==> src/rtl/recency_stack.sv <==
module recency_stack #(
  parameter int WAYS = 8,
  parameter int BIM_BITS = 5,
  parameter logic [15:0] LFSR_SEED = 16'h0001
) (
  input  logic                          clk,
  input  logic                          rst,
  input  logic                          acc_valid,
  input  logic                          acc_hit,
  input  logic [$clog2(WAYS)-1:0]       hit_way,
  input  logic [1:0]                    ins_mode,
  input  logic                          reuse_hi,
  output logic [$clog2(WAYS)-1:0]       victim_way,
  output logic [WAYS*$clog2(WAYS)-1:0]  stack_order
);
  localparam int IW = $clog2(WAYS);

  logic [IW-1:0] ord [WAYS];
  logic [15:0]   lfsr;
  logic [IW-1:0] hit_pos, src_pos, mover;
  logic          mru_fill, move;

  always_comb begin
    hit_pos = '0;
    for (int i = 0; i < WAYS; i++)
      if (ord[i] == hit_way) hit_pos = IW'(i);
  end

  always_comb begin
    case (ins_mode)
      2'b00:   mru_fill = 1'b1;
      2'b01:   mru_fill = 1'b0;
      2'b10:   mru_fill = reuse_hi | (lfsr[BIM_BITS-1:0] == '0);
      default: mru_fill = reuse_hi;
    endcase
  end

  assign victim_way = ord[WAYS-1];
  assign move       = acc_valid & (acc_hit | mru_fill);
  assign src_pos    = acc_hit ? hit_pos : IW'(WAYS-1);
  assign mover      = acc_hit ? hit_way : ord[WAYS-1];

  always_ff @(posedge clk) begin
    if (rst) begin
      lfsr <= LFSR_SEED;
      for (int i = 0; i < WAYS; i++) ord[i] <= IW'(i);
    end else begin
      lfsr <= {lfsr[14:0], lfsr[15] ^ lfsr[13] ^ lfsr[12] ^ lfsr[10]};
      if (move) begin
        ord[0] <= mover;
        for (int i = 1; i < WAYS; i++)
          if (i <= int'(src_pos)) ord[i] <= ord[i-1];
      end
    end
  end

  for (genvar g = 0; g < WAYS; g++) begin : g_pack
    assign stack_order[g*IW +: IW] = ord[g];
  end
endmodule

==> config.mk <==
export PLATFORM = sky130hd
export DESIGN_NAME = recency_stack
export DESIGN_NICKNAME = d
export VERILOG_FILES = /design/src/rtl/recency_stack.sv
export SDC_FILE = /design/constraint.sdc
export NUM_CORES = 1
export LEC_CHECK = 0
export BUFFER_PORTS_ARGS = -buffer_cell sky130_fd_sc_hd__buf_2
export CORE_MARGIN = 2
export CORE_UTILIZATION = 60
export CTS_BUF_LIST = sky130_fd_sc_hd__clkbuf_8
export DETAILED_ROUTE_END_ITERATION = 8
export GPL_TIMING_DRIVEN = 0
export PLACE_DENSITY = 0.92
export SLEW_MARGIN = 30
export SYNTH_ARGS = -nofsm -noshare
export SYNTH_HDL_FRONTEND = slang
export SYNTH_SLANG_ARGS = --single-unit
==> constraint.sdc <==
create_clock -name clk -period 5.2 [get_ports clk]
set_input_delay 1.04 -clock clk [delete_from_list [all_inputs] [get_ports clk]]
set_output_delay 1.04 -clock clk [all_outputs]
set_load 0.02 [all_outputs]
==> key figures <==
Yosys
  – Asr flop ratio synth: 0%
  – Sequential fraction of the synthesis area: a little under three fifths
  – Leading area contributor after synthesis: edfxtp_1
  – Post-synth EDFFs: 24
  – Synth cell types: 35
  – Synth top area share: around 40%
  – Most frequently used flop master after synthesis: edfxtp_1
  – Syn avg cell area: 11.91 sq um
  – Synth Register Bits: 40
  – Cells after synthesis: 152
  – Mapped Area: 1810 sq um
  – Syn nets: about 160
  – YS warnings: 0
  – Top area cells in the synthesized netlist: edfxtp_1 (40%), dfxtp_1 (18%), xor2_1 (9.7%)

Hold path
  – Hold Path Cell Cnt: 1
  – Hold wc startpoint: lfsr[9]
  – HP Class: reg2reg
  – Hold Path End: lfsr[10]

Routing
  – Drt drc: 4
  – DR pass1 iterations: 6
  – Detailed-route via count: 1272
  – Vias per std cell: 5.704
  – Avg WL per Cell: 16.74 microns
  – Total detailed-routing wirelength: 3734 microns
  – DR iter-0 viols: 60
  – DRT antenna net count: 0

Worst setup path
  – CP max-delay cell: nor3_1
  – Kind of critical path: in2reg
  – FF-to-FF setup slack: 2.95 ns
  – Crit path max fanout: 8
  – Worst EP required: 5.15 ns
  – Startpoint types: input port
  – Crit. End Element: flop
  – Top delay family on crit path: simple AND/OR/NAND/NOR gates
  – Reg-to-Reg End: ord[0][11]
  – R2r startpoint: ord[1][9]
  – CP peak stage delay: 0.45 ns
  – Crit path cell chain: buf_4 > xor2_1 > nor3_1 > or4_4 > nor2_1 > o21ai_0
  – Buffers and inverters on the worst path: 1
  – Worst r2r path cells: 5
  – Crit path DAT: 2.58 ns
  – Setup crit start: hit_way[1]

Clock network
  – Root Buffer: clkbuf_8
  – Skew-Pair Late Insertion Delay: 0.29 ns
  – Post-CTS Setup Inserts: 0
  – Clock-pin slew on the worst setup and hold paths: 0.08 ns
  – Post-cts sizing count: 0
  – Max Root-Sink Buffers: 2
  – CTS tree: done
  – Num CTS Buffers: 5
  – Hold_buf cts: 0
  – CTS Sinks: 40
  – CTS H-tree depth: 2

STA
  – Fin. max-slew vios: 0
  – Rel. slew slack: 64.32%
  – Final Skew: 0.005443 ns
  – Worst Hold Slack: roughly 0.44 ns
  – Hold Vio Cnt, Final: 0
  – Fmax: 380.3 MHz
  – Worst Tran Pin Value: 0.5311 ns
  – Final setup violation count: 0
  – Post-layout min period: approximately 2.6 ns
  – Fin Setup TNS: 0 ns
  – Fin crit share: between 50% and 60%
  – RSZ-0062 raised after global routing: false

Global routing
  – Vias in the first global route: 1289
  – GR Overflow Total: 0
  – GRT Util Overall: 24.43%
  – First-pass GRT wire length: ~6100 microns
  – Largest net degree at the start of global routing: 14
  – Antenna violations before repair: 0

Run status
  – Status: finished with violations
  – Violated checks: design-rule violations

Finish
  – Layout cells sized above 1: 31.25%
  – Fill cells: 191
  – Area delta synth->final: 18.31%
  – Layout Nets: 201
  – Diodes inserted: 0

Die
  – I/O pin count: 37
  – Core footprint: 2805 sq um
  – Die span in x: 58.93 microns
  – Die Span Y: 58.93 microns
  – Initial Util: 64.54%
  – Core Rows: 19
  – Die area: between 3000 and 4000 sq um

Pwr
  – Power Total: 0.0007678 W
  – Leakage Power: 0.8556 nW
  – VDD IR max: 0.0002943 V
  – Pwr Density: roughly 360 nW/um^2

Run
  – Max-cap violation count: 0

Placement
  – Hpwl dp: 2712 microns
  – Placer Congestion: between 0.7 and 0.8
  – IO buf count: 32
[stage by stage]
stage          worst slack [ns]  std cells  utilization (%)  cell area [sq um]
3_5_place_dp              2.279        215            71.63               2009
2_1_floorplan             2.479        152                -               1810
3_3_place_gp              2.374        215            71.63               2009
5_1_grt                   2.433        223            76.36               2142
6_report                  2.571        223            76.36               2142
4_1_cts                   2.586        223            76.36               2142
[report_power, final]
group	switching (W)	total (W)	internal, W
registers	0.0000128	0.000367	0.000354
logic	0.0000664	0.000106	0.0000398
clock network	0.000105	0.000295	0.000190
total	0.000184	0.000768	0.000584
[registers in the layout, indices dropped and copies added (netlist names)]
| register | cells |
|---|---|
| lfsr | 16 |
| ord | 24 |
[cells in the final DEF, fill, tap and decap left out, types with 2 or more instances in the layout]
cell       Yosys  layout
a21oi_1        2       2
dfxtp_1       16      16
edfxtp_1      24      24
buf_2          1      33
mux2i_1        3       3
nor2b_1       16      16
buf_6          2       2
xnor2_1        4       4
nand3_1        3       3
bufinv_16      0       2
and3_2         2       2
or2_2          5       5
inv_1          1       2
and2_1         4       4
nor3b_1        2       2
nor3_1         5       5
nand2_1        5       5
o31ai_1        2       2
clkbuf_1       3       3
xor2_1        20      20
nor2_1         7       7
o21ai_0        4       4
or3_1          5       5
buf_4          4       4
clkbuf_8       0       5
[Yosys cell counts (2+ instances only)]
cell type / number
buf_4: 4
o31ai_1: 2
or2_2: 5
dfxtp_1: 16
a21oi_1: 2
nor2_1: 7
nor3b_1: 2
or3_1: 5
buf_6: 2
mux2i_1: 3
nor2b_1: 16
xnor2_1: 4
xor2_1: 20
nor3_1: 5
and3_2: 2
nand2_1: 5
o21ai_0: 4
nand3_1: 3
edfxtp_1: 24
and2_1: 4
clkbuf_1: 3
[layout make-up]
class | instances | area, sq um | share of cell area [%]
flip-flops and latches | 40 | 1041 | 48.60
multi-input cells | 101 | 696.9 | 32.54
repair buffers | 32 | 160.2 | 7.477
clock buffers | 5 | 68.82 | 3.213
plain buffers | 10 | 68.82 | 3.213
clock inverters | 3 | 63.81 | 2.979
well taps | 31 | 38.79 | 1.811
inverters | 1 | 3.754 | 0.1752
[how the worst max path moves through the flow]
stage          depth (start not counted)    endpoint
6_report                               6  ord[0][11]
5_1_grt                                6   ord[0][9]
4_1_cts                                6   ord[0][9]
3_5_place_dp                           6   ord[0][9]
3_3_place_gp                           7   ord[0][4]
2_1_floorplan                          7   ord[0][4]
[metal layers]
layer  share of wire [%]  wire length [microns]  up-vias  global-route usage, %
met2                  50                   1867       58                  39.37
li1                    -                      -      596                      -
met4                 1.6                     59        0                  7.468
met3                 9.1                    341       10                  8.132
met5                   0                      0        -                      0
met1                  39                   1467      608                  31.35
[kinds of logic (layout without fill, tap and decap cells)]
family / after synthesis / count (layout) / share of synthesized area (%)
AO/OA/AOI/OAI: 13 / 13 / 4.838
XOR/XNOR: 24 / 24 / 11.61
AND/OR/NAND/NOR: 61 / 61 / 20.39
multiplexers: 3 / 3 / 1.659
buffers and inverters: 11 / 51 / 4.008
flip-flops: 40 / 40 / 57.50
Note: power is estimated with default switching activity, not from simulation.
